[config.mk]
export PLATFORM = sky130hd
export DESIGN_NAME = chan_fault_sup
export DESIGN_NICKNAME = d
export VERILOG_FILES = /design/src/rtl/chan_sup_pkg.sv /design/src/rtl/chan_sup_sync.sv /design/src/rtl/chan_sup_filter.sv /design/src/rtl/chan_sup_hold.sv /design/src/rtl/chan_sup_fail.sv /design/src/rtl/chan_fault_sup.sv
export SDC_FILE = /design/constraint.sdc
export NUM_CORES = 1
export LEC_CHECK = 0
export ABC_AREA = 1
export BUFFER_PORTS_ARGS = -buffer_cell sky130_fd_sc_hd__buf_2
export CORE_UTILIZATION = 30
export CTS_CLUSTER_DIAMETER = 120
export DETAILED_ROUTE_END_ITERATION = 8
export PLACE_DENSITY = 0.41
export REMOVE_ABC_BUFFERS = 1
export SYNTH_ARGS = -nofsm -noshare
export SYNTH_HDL_FRONTEND = slang
export SYNTH_HIERARCHICAL = 1
export SYNTH_SLANG_ARGS = --single-unit
[constraint.sdc]
create_clock -name clk_i -period 2.7 [get_ports clk_i]
set_input_delay 0.405 -clock clk_i [delete_from_list [all_inputs] [get_ports clk_i]]
set_output_delay 0.405 -clock clk_i [all_outputs]
set_load 0.03 [all_outputs]
[src/rtl/chan_sup_pkg.sv]
package chan_sup_pkg;

  localparam int unsigned NUM_FLT = 8;
  localparam int unsigned NUM_SRC = 10;

  // source indices; 0..7 match flt_i bits
  localparam int unsigned SRC_SHORT    = 0;
  localparam int unsigned SRC_OVERTEMP = 1;
  localparam int unsigned SRC_OPEN_ON  = 2;
  localparam int unsigned SRC_OPEN_OFF = 3;
  localparam int unsigned SRC_PGND     = 4;
  localparam int unsigned SRC_SGND     = 5;
  localparam int unsigned SRC_SUPPLY   = 6;
  localparam int unsigned SRC_CLK      = 7;
  localparam int unsigned SRC_DUTY_HI  = 8;
  localparam int unsigned SRC_DUTY_LO  = 9;

  typedef enum logic [1:0] {
    WIN_NONE,
    WIN_SHORT,
    WIN_LONG,
    WIN_REG
  } win_e;

  function automatic win_e src_window(int unsigned idx);
    case (idx)
      SRC_SHORT, SRC_OVERTEMP:              return WIN_SHORT;
      SRC_CLK:                              return WIN_NONE;
      SRC_DUTY_HI, SRC_DUTY_LO:             return WIN_REG;
      default:                              return WIN_LONG;
    endcase
  endfunction

  function automatic bit src_protective(int unsigned idx);
    return (idx == SRC_SHORT) || (idx == SRC_OVERTEMP) ||
           (idx == SRC_CLK)   || (idx == SRC_PGND);
  endfunction

endpackage

[src/rtl/chan_sup_sync.sv]
module chan_sup_sync #(
  parameter int W = 2
) (
  input  logic         clk_i,
  input  logic         rst_ni,
  input  logic [W-1:0] d_i,
  output logic [W-1:0] q_o
);

  logic [W-1:0] s1_q, s2_q;

  always_ff @(posedge clk_i or negedge rst_ni) begin
    if (!rst_ni) begin
      s1_q <= '0;
      s2_q <= '0;
    end else begin
      s1_q <= d_i;
      s2_q <= s1_q;
    end
  end

  assign q_o = s2_q;

endmodule

[src/rtl/chan_sup_filter.sv]
module chan_sup_filter #(
  parameter int CNT_W = 8
) (
  input  logic             clk_i,
  input  logic             rst_ni,
  input  logic             raw_i,
  input  logic [CNT_W-1:0] limit_i,
  output logic             hit_o
);

  logic [CNT_W-1:0] cnt_q;

  // counts consecutive raw edges, saturates at limit, restarts on a gap
  always_ff @(posedge clk_i or negedge rst_ni) begin
    if (!rst_ni)                cnt_q <= '0;
    else if (!raw_i)            cnt_q <= '0;
    else if (cnt_q < limit_i)   cnt_q <= cnt_q + 1'b1;
  end

  assign hit_o = raw_i && (cnt_q >= limit_i);

  AST_FILT_NEEDS_HISTORY: assert property (@(posedge clk_i) disable iff (!rst_ni)
    (hit_o && (limit_i != '0)) |-> $past(raw_i));

endmodule

[src/rtl/chan_sup_hold.sv]
module chan_sup_hold #(
  parameter int CNT_W = 8
) (
  input  logic             clk_i,
  input  logic             rst_ni,
  input  logic             flag_i,
  input  logic [CNT_W-1:0] hold_i,
  output logic             held_o
);

  logic             held_q;
  logic [CNT_W-1:0] tmr_q;
  logic [CNT_W:0]   tmr_nxt;

  assign tmr_nxt = {1'b0, tmr_q} + 1'b1;

  always_ff @(posedge clk_i or negedge rst_ni) begin
    if (!rst_ni) begin
      held_q <= 1'b0;
      tmr_q  <= '0;
    end else if (flag_i) begin
      held_q <= 1'b1;
      tmr_q  <= '0;
    end else if (held_q) begin
      if (tmr_nxt >= {1'b0, hold_i}) begin
        held_q <= 1'b0;
        tmr_q  <= '0;
      end else begin
        tmr_q  <= tmr_nxt[CNT_W-1:0];
      end
    end
  end

  assign held_o = held_q;

  AST_HOLD_TMR_BOUND: assert property (@(posedge clk_i) disable iff (!rst_ni)
    held_q |-> ((tmr_q < hold_i) || (hold_i == '0)));

  AST_HOLD_SET_ON_FLAG: assert property (@(posedge clk_i) disable iff (!rst_ni)
    flag_i |=> held_q);

endmodule

[src/rtl/chan_sup_fail.sv]
module chan_sup_fail #(
  parameter int CNT_W = 8
) (
  input  logic             clk_i,
  input  logic             rst_ni,
  input  logic             set_i,
  input  logic             on_i,
  input  logic [CNT_W-1:0] release_i,
  output logic             fail_o,
  output logic             fail_nxt_o
);

  logic             fail_q;
  logic [CNT_W-1:0] lo_q;
  logic             low_long;

  // length of the current low period, saturated at the release time
  always_ff @(posedge clk_i or negedge rst_ni) begin
    if (!rst_ni)                 lo_q <= '0;
    else if (on_i)               lo_q <= '0;
    else if (lo_q < release_i)   lo_q <= lo_q + 1'b1;
  end

  assign low_long   = !on_i && (lo_q >= release_i);
  assign fail_nxt_o = set_i ? 1'b1 : (low_long ? 1'b0 : fail_q);

  always_ff @(posedge clk_i or negedge rst_ni) begin
    if (!rst_ni) fail_q <= 1'b0;
    else         fail_q <= fail_nxt_o;
  end

  assign fail_o = fail_q;

  AST_FAIL_KEEP_WHILE_ON: assert property (@(posedge clk_i) disable iff (!rst_ni)
    (fail_q && on_i) |=> fail_q);

  AST_FAIL_HAS_CAUSE: assert property (@(posedge clk_i) disable iff (!rst_ni)
    $rose(fail_q) |-> $past(set_i));

endmodule

[src/rtl/chan_fault_sup.sv]
module chan_fault_sup
  import chan_sup_pkg::*;
#(
  parameter int CNT_W     = 8,
  parameter int DUTY_W    = 7,
  parameter bit REGULATED = 1'b1,
  parameter int HI_PCT    = 90,
  parameter int LO_PCT    = 10
) (
  input  logic                clk_i,
  input  logic                rst_ni,
  input  logic                en_i,
  input  logic                in_i,
  input  logic [NUM_FLT-1:0]  flt_i,
  input  logic [DUTY_W-1:0]   duty_i,
  input  logic [CNT_W-1:0]    t_short_i,
  input  logic [CNT_W-1:0]    t_long_i,
  input  logic [CNT_W-1:0]    t_hold_i,
  input  logic [CNT_W-1:0]    t_hold_reg_i,
  input  logic [CNT_W-1:0]    t_reg_i,
  output logic                gate_o,
  output logic                status_o
);

  // ---------------- configuration capture ----------------
  logic             cfg_vld_q;
  logic [CNT_W-1:0] tsf_q, tlf_q, thd_q, thr_q, tre_q;

  always_ff @(posedge clk_i or negedge rst_ni) begin
    if (!rst_ni) begin
      cfg_vld_q <= 1'b0;
      tsf_q     <= '0;
      tlf_q     <= '0;
      thd_q     <= '0;
      thr_q     <= '0;
      tre_q     <= '0;
    end else if (!cfg_vld_q) begin
      cfg_vld_q <= 1'b1;
      tsf_q     <= t_short_i;
      tlf_q     <= t_long_i;
      thd_q     <= t_hold_i;
      thr_q     <= t_hold_reg_i;
      tre_q     <= t_reg_i;
    end
  end

  // ---------------- command synchronizer ----------------
  logic [1:0] cmd_s;
  logic       en_s, in_s, on_s;

  chan_sup_sync #(.W(2)) u_sync (
    .clk_i  (clk_i),
    .rst_ni (rst_ni),
    .d_i    ({en_i, in_i}),
    .q_o    (cmd_s)
  );

  assign en_s = cmd_s[1];
  assign in_s = cmd_s[0];
  assign on_s = en_s & in_s;

  // ---------------- duty comparison ----------------
  logic duty_hi, duty_lo;

  generate
    if (REGULATED) begin : g_reg
      assign duty_hi = duty_i >= DUTY_W'(HI_PCT);
      assign duty_lo = duty_i <= DUTY_W'(LO_PCT);
    end else begin : g_std
      assign duty_hi = 1'b0;
      assign duty_lo = 1'b0;
    end
  endgenerate

  // ---------------- state qualification ----------------
  logic [NUM_SRC-1:0] raw;

  always_comb begin
    raw               = '0;
    raw[SRC_SHORT]    = flt_i[SRC_SHORT]    & on_s;
    raw[SRC_OVERTEMP] = flt_i[SRC_OVERTEMP];
    raw[SRC_OPEN_ON]  = flt_i[SRC_OPEN_ON]  & on_s;
    raw[SRC_OPEN_OFF] = flt_i[SRC_OPEN_OFF] & ~on_s & en_s;
    raw[SRC_PGND]     = flt_i[SRC_PGND];
    raw[SRC_SGND]     = flt_i[SRC_SGND]     & on_s;
    raw[SRC_SUPPLY]   = flt_i[SRC_SUPPLY]   & on_s;
    raw[SRC_CLK]      = flt_i[SRC_CLK];
    raw[SRC_DUTY_HI]  = duty_hi & on_s;
    raw[SRC_DUTY_LO]  = duty_lo & on_s;
    if (!cfg_vld_q) raw = '0;
  end

  // ---------------- per-source filters ----------------
  logic [NUM_SRC-1:0] hit;
  logic [NUM_SRC-1:0] prot_hit;

  for (genvar g = 0; g < NUM_SRC; g++) begin : g_src
    localparam win_e WIN = src_window(g);
    logic [CNT_W-1:0] lim;

    if (WIN == WIN_SHORT) begin : g_ws
      assign lim = tsf_q;
    end else if (WIN == WIN_LONG) begin : g_wl
      assign lim = tlf_q;
    end else if (WIN == WIN_REG) begin : g_wr
      assign lim = tre_q;
    end else begin : g_wn
      assign lim = '0;
    end

    chan_sup_filter #(.CNT_W(CNT_W)) u_filt (
      .clk_i   (clk_i),
      .rst_ni  (rst_ni),
      .raw_i   (raw[g]),
      .limit_i (lim),
      .hit_o   (hit[g])
    );

    if (src_protective(g)) begin : g_prot
      assign prot_hit[g] = hit[g];
    end else begin : g_info
      assign prot_hit[g] = 1'b0;
    end
  end

  // ---------------- error register and shutdown latch ----------------
  logic             err_any, err_held;
  logic             fail_set, fail, fail_nxt;
  logic [CNT_W-1:0] release_t;

  assign err_any   = |hit;
  assign fail_set  = on_s & (|prot_hit);
  assign release_t = REGULATED ? thr_q : thd_q;

  chan_sup_hold #(.CNT_W(CNT_W)) u_hold (
    .clk_i  (clk_i),
    .rst_ni (rst_ni),
    .flag_i (err_any),
    .hold_i (thd_q),
    .held_o (err_held)
  );

  chan_sup_fail #(.CNT_W(CNT_W)) u_fail (
    .clk_i      (clk_i),
    .rst_ni     (rst_ni),
    .set_i      (fail_set),
    .on_i       (on_s),
    .release_i  (release_t),
    .fail_o     (fail),
    .fail_nxt_o (fail_nxt)
  );

  // ---------------- outputs ----------------
  logic gate_q, status_q;

  always_ff @(posedge clk_i or negedge rst_ni) begin
    if (!rst_ni) begin
      gate_q   <= 1'b0;
      status_q <= 1'b0;
    end else begin
      gate_q   <= on_s & ~fail_nxt;
      status_q <= on_s ^ (err_held | fail);
    end
  end

  assign gate_o   = gate_q;
  assign status_o = status_q;

  AST_GATE_NOT_WHILE_FAIL: assert property (@(posedge clk_i) disable iff (!rst_ni)
    gate_o |-> !fail);

  AST_INFO_NO_SHUTDOWN: assert property (@(posedge clk_i) disable iff (!rst_ni)
    (fail_set) |-> (|(hit & ~(({NUM_SRC{1'b1}} << SRC_SGND) & ~({NUM_SRC{1'b1}} << (SRC_SUPPLY + 1))))));

  AST_GATE_OFF_WHEN_IDLE: assert property (@(posedge clk_i) disable iff (!rst_ni)
    !on_s |=> !gate_o);

endmodule

# After elaboration in Yosys (flattened, before gate mapping)
# Cells that the tools add are included.
# totals
input_bits	59
out_inout_bits	2
ff_bits	145
# op_classes
reduce_logical	16
order_cmp	25
eq_ne	10
add_sub_neg	12
n_mux	31
n_bitwise	15
# op_table
op	n
two-way mux 8 bit	25
adder 8 x 1 -> 8 bit (second input constant)	11
>= comparator 8 bit	10
< comparator 8 bit	10
inequality test 2 x 1 -> 1 bit (second input constant)	10
AND 1 bit	11
logical AND 1 bit	11
two-way mux 10 bit	1
OR reduction 10 bit	1
adder 8 x 1 -> 9 bit (second input constant)	1
>= comparator 9 x 8 -> 1 bit	1
>= comparator 8 x 1 -> 1 bit (second input constant)	1
< comparator 8 x 1 -> 1 bit (second input constant)	1
>= comparator 7 bit (second input constant)	1
<= comparator 7 x 4 -> 1 bit (second input constant)	1
two-way mux 1 bit	5
nonzero test 2 bit	2
OR reduction 4 bit	1
NOT 1 bit	2
logical NOT 1 bit	1
bitwise OR 1 bit	1
bitwise XOR 1 bit	1

# Logic depth before layout (Yosys ltp)
# Gate-level depths: netlist (run 1).
# depth
ltp_word	11
ltp_mapped	17

# By module
# The synthesis (run 1) kept the hierarchy.
# modules_own_cells
module	n_inst	seq_area_each_um2	cells_per_inst	area_per_inst_um2
chan_sup_filter	10	200.2	101	733.2
chan_fault_sup	1	1076.0	225	1946.9
chan_sup_fail	1	225.2	113	793.3
chan_sup_hold	1	225.2	95	704.4
chan_sup_sync	1	100.1	4	100.1

# Worst setup path before layout (run 1)
# No wires, ideal clock.
# synth_path
kind	register -> register
from	register tlf_q[7] (netlist: g_src[2].lim[7])
to	register u_hold.tmr_q[5]
setup_slack_ns	0.569
path_stages_with_launch	14
period_less_slack_ns	2.131
required_ns	2.624
setup_ns	0.076
arrival_ns	2.055
path_cell_list	dfrtp_1 -> inv_1 -> ha_1 -> a21o_1 -> nor2_4 -> nand2_4 -> nand2_4 -> o21ai_1 -> nor2_1 -> and2_1 -> nand3b_1 -> nor2_1 -> nand2_1 -> o21ai_1
# synth_via
elab_chain_cells	4
# synth_rtl
item	line	source
from (decl)	chan_fault_sup.sv:27	logic [CNT_W-1:0] tsf_q, tlf_q, thd_q, thr_q, tre_q;
from (signal assigned)	chan_fault_sup.sv:40	tlf_q <= t_long_i;
>= comparator 8 bit *	chan_sup_filter.sv:20	assign hit_o = raw_i && (cnt_q >= limit_i);
logical AND 1 bit *	chan_sup_filter.sv:20	
via hit[4]	chan_fault_sup.sv:94	logic [NUM_SRC-1:0] hit;
OR reduction 10 bit *	chan_fault_sup.sv:131	assign err_any = |hit;
via err_any	chan_fault_sup.sv:127	logic err_any, err_held;
two-way mux 8 bit / nonzero test 2 bit (equally long branches)	--	
to (signal assigned)	chan_sup_hold.sv:29	tmr_q <= tmr_nxt[CNT_W-1:0];
to (decl)	chan_sup_hold.sv:12	logic [CNT_W-1:0] tmr_q;
# Mark *: on every way through the listed nets, which the timed path passes. The rest lies on a longest branch.
# A chain may end at the register's enable or synchronous reset.

# Worst setup path in the final report (run 1)
# layout_path
from	register tlf_q[5] (netlist: g_src[2].lim[5])
to	register u_hold.tmr_q[1]
# The elaborated chain is that of the path after synthesis.

==> flow_metrics.py, run 1 <==
metrics = {
    "timing": {
        "finalSetupTns_ps": 0,
        "final-setup-viol-count": 0,
        "layout_worst_path_cycle_share": 0.930,
        "hold_slack_ps": 77.8,
        "period_needed_ps": 2510,
        "timing.final.hold_violations": 0,
        "slew_viol_final": 0,
        "fmax_mhz": 398,
        "finClkSkew_ps": 10.8,
    },
    "layout": {
        "area_growth_pct": 17.4,
        "multi_input_area_um2": 6310,
        "final.fill_count": 3776,
        "nNetsFinal": 1750,
        "diodes": 0,
        "drive_above_1_share": 0.211,
        "seq_area_um2": 3640,
        "final_cells": 2057,
    },
    "synthesis": {
        "yosysSeqAreaShare": 0.334,
        "syn_area_um2": 10900,
        "ys_ff_latch": 145,
        "syn_area_per_cell_um2": 7.52,
        "syn_inst": 1447,
        "yosysWarnings": 6,
        "yosysUniqueCellTypes": 35,
    },
    "global_routing": {
        "grt_usage": 0.155,
        "grt_pass1_wl_um": 45100,
        "grt_pass1_vias": 8959,
        "antenna_found_initial": 0,
        "grt_start_max_net_pins": 44,
        "grt.overflow.total": 0,
    },
    "floorplan": {
        "die-area_um2": 37000,
        "die_width_um": 192,
        "start_util": 0.305,
        "fp.coreArea_um2": 35700,
        "rows": 69,
        "die_h_um": 192,
        "pin_count": 61,
    },
    "critical_path": {
        "cp_data_arrival_time_ps": 2860,
        "required_ps": 3050,
        "start_kind": "register",
        "setup.worst_path.class": "register to register",
        "crit_start": "g_src[2].lim[5]$_DFFE_PN0N_",
        "reg2reg_from": "g_src[2].lim[5]$_DFFE_PN0N_",
        "endpoint_kind": "register",
        "reg2reg_depth": 15,
        "critPathMaxFanout": 9,
    },
    "route": {
        "ant_nets": 0,
        "finalWirelength_um": 27000,
        "firstDrtPassIters": 5,
        "wire_per_inst_um": 13.1,
        "drc": 0,
        "initialDrtViolationCount": 410,
        "routed_via_density": 4.49,
        "vias": 9229,
    },
    "pwr": {
        "power.density_nw_per_um2": 460,
        "comb_power_share": 0.193,
        "clockPowerShare": 0.382,
        "vdd_ir_drop_max_mv": 0.412,
        "p_int_mw": 3.96,
        "leakagePower_nw": 6.95,
        "p_sw_mw": 1.92,
        "seqPwrFrac": 0.425,
        "switching_share": 0.327,
    },
    "clock_tree": {
        "htree_levels": 4,
        "cts_buffer_depth": 2,
        "numCtsBuffers": 17,
        "insertion_delay_ps": 440,
        "cts.sinks": 145,
        "tritoncts": "built",
        "root_buffer": "clkbuf_16",
        "path_clk_slew_ps": 60,
    },
    "placed_design": {
        "port_buffers": 60,
        "hpwl_um": 20200,
        "gp_congestion": 0.807,
        "dpl.cell_count": 2004,
    },
    "hold_path": {
        "worstHoldStart": "in_i",
        "holdPathStages": 1,
        "hold_path_class": "primary input to register",
    },
    "run": {
        "drv_cap": 0,
    },
    "run_status": {
        "status": "complete, no violations",
    },
}
-- final timing paths --
kind / to / slack [ps]
max: u_hold/tmr_q[1]$_DFFE_PN0P_ / 190
min: u_sync/s1_q[0]$_DFF_PN0_ / 80
max reg2reg: u_hold/tmr_q[1]$_DFFE_PN0P_ / 190
min reg2reg: u_sync/q_o[1]$_DFF_PN0_ / 370
max in group asynchronous: u_hold/tmr_q[2]$_DFFE_PN0P_ / 1590
min in group asynchronous: g_src[5].u_filt/cnt_q[5]$_DFFE_PN0P_ / 480
-- power groups by stage --
stage	sequential [mW]	clock [mW]	combinational, mW
5_1_grt	2.52	2.43	1.34
6_report	2.50	2.25	1.13
4_1_cts	2.50	2.33	1.14
2_1_floorplan	2.51	0	0.742
3_3_place_gp	2.54	0	1.12
3_5_place_dp	2.54	0	1.14
-- registers in the layout, indices dropped and copies added, names as in the netlist, 2 cells and up --
name and count:
release_t 8, u_sync/q_o 2, thd_q 8, g_src.lim 24
u_hold/tmr_q 8, g_src.u_filt/cnt_q 80, u_sync/s1_q 2, u_fail/lo_q 8
-- metrics by stage --
step / worst slack, ps / power, mW / util / instance area [µm²]
detailed placement: 16.8 / 3.67 / 0.337 / 12000
CTS: 14.2 / 5.97 / 0.353 / 12600
global route: -7.60 / 6.29 / 0.358 / 12800
finish: 188 / 5.88 / 0.358 / 12800
global placement: 40.7 / 3.66 / 0.337 / 12000
floorplan: -409 / 3.25 / - / 10700
-- timing repair --
action                                  4_1_cts  5_1_grt
hold endpoints to repair                     39        0
endpoints found under the setup margin        0        9
hold buffers                                  1        0
buffers inserted                              0       19
resized for setup                             0       16
-- routing by layer --
layer | wire length, µm | vias up | track usage
met3 | 646 | 13 | 0.0293
li1 | - | 4902 | -
met5 | 0 | - | 0
met1 | 13400 | 4230 | 0.206
met2 | 12800 | 84 | 0.259
met4 | 223 | 0 | 0.0333
-- worst max-delay path, stage by stage (launching register included) --
cell and delay (ps):
dfrtp_2 400, inv_1 50, ha_1 310, a21oi_2 130, nor2_1 80, nor2_4 170
nand2_4 110, nand2_4 90, o21ai_1 100, nor2_2 170, nand2_2 110, nand3b_1 270
nor2_1 140, buf_4 170, nand2_1 50, o21ai_0 70
-- Yosys cell counts --
| cell | count | area share |
|---|---|---|
| conb_1 | 2 | 0.00069 |
| xnor2_1 | 1 | 0.00081 |
| ha_1 | 108 | 0.12 |
| nand2_4 | 32 | 0.033 |
| nand3b_1 | 1 | 0.00069 |
| nand4_1 | 69 | 0.040 |
| xor2_1 | 26 | 0.021 |
| dfrtp_1 | 145 | 0.33 |
| nand2_1 | 436 | 0.15 |
| nand2_2 | 34 | 0.020 |
| buf_12 | 3 | 0.0055 |
| nor2_1 | 72 | 0.025 |
| o21ai_0 | 16 | 0.0074 |
| buf_2 | 12 | 0.0055 |
| a21boi_0 | 1 | 0.00069 |
| clkinv_1 | 1 | 0.00034 |
| a31oi_1 | 1 | 0.00058 |
| xor2_2 | 1 | 0.0015 |
| a21o_1 | 11 | 0.0076 |
| o21bai_1 | 10 | 0.0069 |
| buf_4 | 2 | 0.0014 |
| clkbuf_4 | 1 | 0.00069 |
| nand3_1 | 103 | 0.047 |
| inv_1 | 203 | 0.070 |
| buf_6 | 2 | 0.0021 |
| nand3_2 | 13 | 0.012 |
| nor3_2 | 10 | 0.0092 |
| and2_1 | 1 | 0.00058 |
| inv_12 | 1 | 0.0015 |
| nor3_1 | 2 | 0.00092 |
| nor2_4 | 14 | 0.014 |
| a21oi_1 | 45 | 0.021 |
| nor2_2 | 41 | 0.024 |
| o21ai_1 | 13 | 0.0060 |
| inv_2 | 14 | 0.0048 |
-- cells by family (layout without fill, tap and decap cells) --
kind of cell,Yosys count,after routing,share of synthesized area
adder cells (fa/ha/maj),108,108,0.124
AND/OR/NAND/NOR,828,828,0.377
buffers and inverters,239,381,0.0919
flip-flops,145,145,0.334
XOR/XNOR,28,28,0.0232
other,2,9,0.000690
AO/OA/AOI/OAI,97,97,0.0498
-- cell usage in the layout (no fill, tap or decap), drive strengths merged, types with 6 or more instances in the layout --
cell type	netlist	final
a21o	11	11
a21oi	45	45
buf	19	128
clkbuf	1	20
clkinv	1	6
clkinvlp	0	7
conb	2	9
dfrtp	145	145
ha	108	108
inv	218	219
nand2	502	502
nand3	116	116
nand4	69	69
nor2	127	127
nor3	12	12
o21ai	29	29
o21bai	10	10
xor2	27	27
-- final cells by class --
cell class	instances	share of cell area
Clock buffer	20	0.0350
Inverter	219	0.0657
Timing Repair inverter	1	0.000392
Clock inverter	12	0.00686
Sequential cell	145	0.285
Multi-Input combinational cell	1070	0.494
Timing Repair Buffer	129	0.0677
Tap cell	461	0.0452
No activity file was read; power rests on OpenSTA's default activity.
==> run 2: changes to the inputs <==
==> constraint.sdc (replaced) <==
create_clock -name clk_i -period 2.47 [get_ports clk_i]
set_input_delay 0.3705 -clock clk_i [delete_from_list [all_inputs] [get_ports clk_i]]
set_output_delay 0.3705 -clock clk_i [all_outputs]
set_load 0.03 [all_outputs]
==> flow_metrics.py, run 2 (synthesized netlist as in run 1, its figures left out) <==
metrics = {
    "global_routing": {
        "use_met2": 0.265,
        "grt.met1_usage": 0.206,
        "grt_usage": 0.158,
        "grt.overflow.total": 0,
        "grt_start_max_net_pins": 59,
        "met3_usage": 0.0298,
        "antenna_found_initial": 0,
        "grt_pass1_vias": 9219,
        "grt_pass1_wl_um": 45800,
        "grt.busiest_layer": "met2",
    },
    "layout": {
        "area_growth_pct": 24.4,
        "diodes": 0,
        "final_cells": 2113,
        "drive_above_1_share": 0.264,
        "top_register": "g_src.u_filt/cnt_q",
        "utilization": 0.380,
        "layout_commonest_cell": "nand2_1",
        "final_cell_mix": "426 x nand2_1, 198 x inv_1, 138 x dfrtp_1",
        "nNetsFinal": 1806,
        "largest_reg_flops": 80,
    },
    "floorplan": {
        "rows": 69,
        "pin_count": 61,
        "die_h_um": 192,
        "die_width_um": 192,
        "fp.coreArea_um2": 35700,
        "die-area_um2": 37000,
        "start_util": 0.305,
    },
    "critical_path": {
        "path_common_cell": "nand2_1",
        "slowest_stage": "dfrtp_2",
        "slowest_delay_ps": 440,
        "cp_data_arrival_time_ps": 2630,
        "reg2reg_from": "g_src[2].lim[2]$_DFFE_PN0N_",
        "rr_endpoint": "u_hold/tmr_q[3]$_DFFE_PN0P_",
        "crit_start": "g_src[2].lim[2]$_DFFE_PN0N_",
        "required_ps": 2830,
        "crit_path_end": "u_hold/tmr_q[3]$_DFFE_PN0P_",
        "r2r_setup_slack_ps": 190,
        "critPathMaxFanout": 7,
        "setup.worst_path.class": "register to register",
        "reg2reg_depth": 17,
        "endpoint_kind": "register",
        "path_cells": "inv_1 -> ha_1 -> nand2_1 -> inv_2 -> nand2_1 -> nand2_1 -> nand2_4 -> nand2_4 -> nand2_4 -> o21ai_1 -> nor2_2 -> nand2_2 -> nand3b_1 -> nor2_1 -> buf_4 -> nand2_1 -> o21ai_0",
        "start_kind": "register",
    },
    "timing": {
        "slew_viol_final": 0,
        "timing.final.hold_violations": 0,
        "fmax_mhz": 439,
        "layout_worst_path_cycle_share": 0.921,
        "period_needed_ps": 2280,
        "final-setup-viol-count": 0,
        "hold_slack_ps": 31.9,
        "finClkSkew_ps": 10.8,
    },
    "route": {
        "initialDrtViolationCount": 306,
        "routed_via_density": 4.45,
        "finalWirelength_um": 27500,
        "wire_per_inst_um": 13.0,
        "vias": 9402,
        "drc": 0,
        "ant_nets": 0,
        "firstDrtPassIters": 4,
    },
    "clock_tree": {
        "tritoncts": "built",
        "htree_levels": 4,
        "path_clk_slew_ps": 70,
        "cts.sinks": 145,
        "root_buffer": "clkbuf_16",
        "insertion_delay_ps": 440,
        "cts_buffer_depth": 2,
        "numCtsBuffers": 17,
    },
    "pwr": {
        "leakagePower_nw": 7.30,
        "vdd_ir_drop_max_mv": 0.440,
        "power.density_nw_per_um2": 503,
    },
    "hold_path": {
        "worstHoldStart": "in_i",
        "hold_path_class": "primary input to register",
    },
    "run": {
        "drv_cap": 0,
    },
    "placed_design": {
        "port_buffers": 60,
        "hpwl_um": 20900,
        "dpl.cell_count": 2068,
        "gp_congestion": 0.795,
    },
    "run_status": {
        "status": "complete, no violations",
    },
}
==> run 2: changes by cell type in the layout (fill, tap and decap cells not counted), sizes merged <==
cell and delta:
buf +57, inv +7, clkinvlp -5, clkinv -3
bufinv +2, clkbuf -2
==> run 2: area by class of cell <==
type / instances / area, µm²
clock inverters: 14 / 168
clock buffers: 18 / 439
flip-flops and latches: 145 / 3640
fillers: 3794 / 22100
inverters: 219 / 836
repair buffers: 186 / 1310
well taps: 461 / 577
multi-input cells: 1070 / 6570
==> run 2: routing by layer <==
metal / share of wire / up-vias
met3: 0.023 / 11
met2: 0.48 / 72
li1: - / 5021
met4: 0.0095 / 0
met1: 0.49 / 4298
met5: 0 / -
==> run 2: worst max-delay path, delay by kind of cell, from the launching register on <==
kind / cells / cell delay (ps)
DFF: 1 / 440
AOI/OAI and AO/OA: 2 / 150
adders and majority gates: 1 / 280
and+or+nand+nor: 11 / 1040
buffers and inverters: 3 / 260
==> run 2: how the worst min path moves through the flow <==
stage	cells after the start	endpoint
2_1_floorplan	0	cfg_vld_q$_DFF_PN0_
3_3_place_gp	1	g_src[6].u_filt/cnt_q[0]$_DFFE_PN0P_
3_5_place_dp	1	g_src[6].u_filt/cnt_q[0]$_DFFE_PN0P_
4_1_cts	1	u_sync/s1_q[0]$_DFF_PN0_
5_1_grt	1	u_sync/s1_q[0]$_DFF_PN0_
6_report	1	u_sync/s1_q[0]$_DFF_PN0_
==> run 2: timing repair <==
action,CTS,global route
endpoints found under the hold margin,28,0
endpoints found under the setup margin,8,8
pin swaps,1,24
hold buffers,1,0
buffers inserted,1,11
resized for setup,5,54
==> run 2: power by group <==
part	switching [mW]	internal, mW
clock	1.20	1.55
combinational	0.809	0.510
sequential	0.192	2.54
total	2.20	4.60
==> run 2: stage by stage <==
stage	power, mW	instance area (µm²)	setup slack, ps	setup TNS, ps
after global routing	7.24	13500	-15.5	-37.6
after floorplan	3.56	10700	-639	-7100
final	6.80	13500	194	0
after global placement	4.02	12500	-39.6	-180
after detailed placement	4.04	12500	-56.7	-247
after CTS	6.88	13200	8.33	0
==> run 3: changes to the inputs <==
--- a/config.mk
+++ b/config.mk
@@ -6,11 +6,13 @@
 export NUM_CORES = 1
 export LEC_CHECK = 0
 export ABC_AREA = 1
+export ABC_CLOCK_PERIOD_IN_PS = 2470
 export BUFFER_PORTS_ARGS = -buffer_cell sky130_fd_sc_hd__buf_2
 export CORE_UTILIZATION = 30
 export CTS_CLUSTER_DIAMETER = 120
 export DETAILED_ROUTE_END_ITERATION = 8
 export PLACE_DENSITY = 0.41
+export RECOVER_POWER = 25
 export REMOVE_ABC_BUFFERS = 1
 export SYNTH_ARGS = -nofsm -noshare
 export SYNTH_HDL_FRONTEND = slang
==> flow_metrics.py, run 3 (synthesized netlist as in run 1, its figures left out) <==
metrics = {
    "run_status": {
        "status": "complete, no violations",
    },
    "route": {
        "finalWirelength_um": 27500,
        "drc": 0,
        "initialDrtViolationCount": 304,
        "top_layer_used": "met4",
        "ant_nets": 0,
        "route.met2.wl_um": 13200,
        "routed_via_density": 4.45,
        "wire_per_inst_um": 13.0,
        "firstDrtPassIters": 4,
        "wl_met3_um": 631,
        "drt-met1-wl_um": 13400,
        "vias": 9404,
    },
    "critical_path": {
        "slowest_stage": "dfrtp_2",
        "required_ps": 2830,
        "cp_top_family": "simple AND/OR/NAND/NOR gates",
        "start_kind": "register",
        "cp_data_arrival_time_ps": 2630,
        "setup.worst_path.class": "register to register",
        "path_common_cell": "nand2_1",
        "slowest_delay_ps": 440,
        "endpoint_kind": "register",
        "cp_num_buf_inv": 3,
        "path_cells": "inv_1 -> ha_1 -> nand2_1 -> inv_2 -> nand2_1 -> nand2_1 -> nand2_4 -> nand2_4 -> nand2_4 -> o21ai_1 -> nor2_2 -> nand2_2 -> nand3b_1 -> nor2_1 -> buf_4 -> nand2_1 -> o21ai_0",
        "critPathMaxFanout": 7,
    },
    "layout": {
        "design_area_um2": 13500,
        "top_register": "g_src.u_filt/cnt_q",
        "seq_area_um2": 3640,
        "drive_above_1_share": 0.262,
        "area_growth_pct": 24.2,
        "largest_reg_flops": 80,
        "final.fill_count": 3798,
        "final_cell_mix": "427 x nand2_1, 198 x inv_1, 139 x dfrtp_1",
        "nNetsFinal": 1806,
        "diodes": 0,
        "multi_input_area_um2": 6570,
        "layout_commonest_cell": "nand2_1",
    },
    "pwr": {
        "power.density_nw_per_um2": 503,
        "fin_total_pwr_mw": 6.79,
        "vdd_ir_drop_max_mv": 0.440,
        "leakagePower_nw": 7.30,
        "seqPwrFrac": 0.402,
        "comb_power_share": 0.193,
        "p_sw_mw": 2.20,
        "p_int_mw": 4.59,
        "clockPowerShare": 0.405,
        "switching_share": 0.324,
    },
    "global_routing": {
        "grt_start_max_net_pins": 59,
        "antenna_found_initial": 0,
        "grt.overflow.total": 0,
        "grt_usage": 0.158,
        "grt_pass1_vias": 9219,
        "grt_pass1_wl_um": 45800,
    },
    "floorplan": {
        "start_util": 0.305,
        "die_width_um": 192,
        "fp.coreArea_um2": 35700,
        "rows": 69,
        "die_h_um": 192,
        "die-area_um2": 37000,
        "pin_count": 61,
    },
    "timing": {
        "timing.final.hold_violations": 0,
        "slew_viol_final": 0,
        "period_needed_ps": 2280,
        "tightestPinTransition_ps": 909,
        "hold_slack_ps": 31.8,
        "fmax_mhz": 439,
        "relSlewSlack": 0.394,
        "layout_setup_ws_ps": 194,
        "final-setup-viol-count": 0,
        "finClkSkew_ps": 10.8,
        "layout_worst_path_cycle_share": 0.921,
    },
    "clock_tree": {
        "tritoncts": "built",
        "cts_buffer_depth": 2,
        "path_clk_slew_ps": 70,
        "htree_levels": 4,
        "cts.sinks": 145,
        "numCtsBuffers": 17,
        "root_buffer": "clkbuf_16",
        "insertion_delay_ps": 440,
    },
    "hold_path": {
        "hold_path_class": "primary input to register",
    },
    "placed_design": {
        "port_buffers": 60,
        "hpwl_um": 20900,
        "post_dp_cell_area_um2": 12500,
        "pre_cts_ws_ps": -56.7,
        "gp_congestion": 0.795,
    },
    "run": {
        "drv_cap": 0,
    },
}
[run 3: layout make-up]
class,count,area share
clock buffers,18,0.0325
inverters,219,0.0619
flip-flops and latches,145,0.269
clock inverters,14,0.0124
multi-input cells,1070,0.486
repair buffers,186,0.0949
well taps,461,0.0427
[run 3: repair_timing]
action / 4_1_cts / 5_1_grt
endpoints found under the hold margin: 28 / 0
hold buffers: 1 / 0
buffers inserted: 1 / 11
setup endpoints to repair: 8 / 8
pin swaps: 1 / 24
resized for setup: 5 / 54
[run 3: power groups by stage]
stage          Sequential, mW  Clock [mW]  Combinational (mW)
3_5_place_dp             2.77           0                1.27
6_report                 2.73        2.75                1.31
4_1_cts                  2.73        2.87                1.29
2_1_floorplan            2.74           0               0.811
5_1_grt                  2.76        2.95                1.53
3_3_place_gp             2.77           0                1.25
[run 3: metal layers]
metal	global-route usage	up-vias
met5	0	-
met4	0.0415	0
met3	0.0298	11
met2	0.265	77
met1	0.206	4296
li1	-	5020
[run 3: through the flow]
step | setup TNS (ps) | utilization | std cells
6_report | 0 | 0.379 | 2113
5_1_grt | -37.6 | 0.379 | 2113
4_1_cts | 0 | 0.369 | 2102
3_5_place_dp | -247 | 0.351 | 2068
3_3_place_gp | -180 | 0.351 | 2068
2_1_floorplan | -7100 | - | 1434
[run 3: worst paths after layout]
check | from | end | slack (ps) | cells after the start
max | g_src[2].lim[2]$_DFFE_PN0N_ | u_hold/tmr_q[3]$_DFFE_PN0P_ | 190 | 17
min | in_i | u_sync/s1_q[0]$_DFF_PN0_ | 30 | 1
max reg2reg | g_src[2].lim[2]$_DFFE_PN0N_ | u_hold/tmr_q[3]$_DFFE_PN0P_ | 190 | 17
min reg2reg | u_sync/s1_q[1]$_DFF_PN0_ | u_sync/q_o[1]$_DFF_PN0_ | 360 | 0
max in group asynchronous | rst_ni | g_src[2].lim[2]$_DFFE_PN0N_ | 500 | 3
min in group asynchronous | rst_ni | g_src[6].u_filt/cnt_q[0]$_DFFE_PN0P_ | 600 | 2
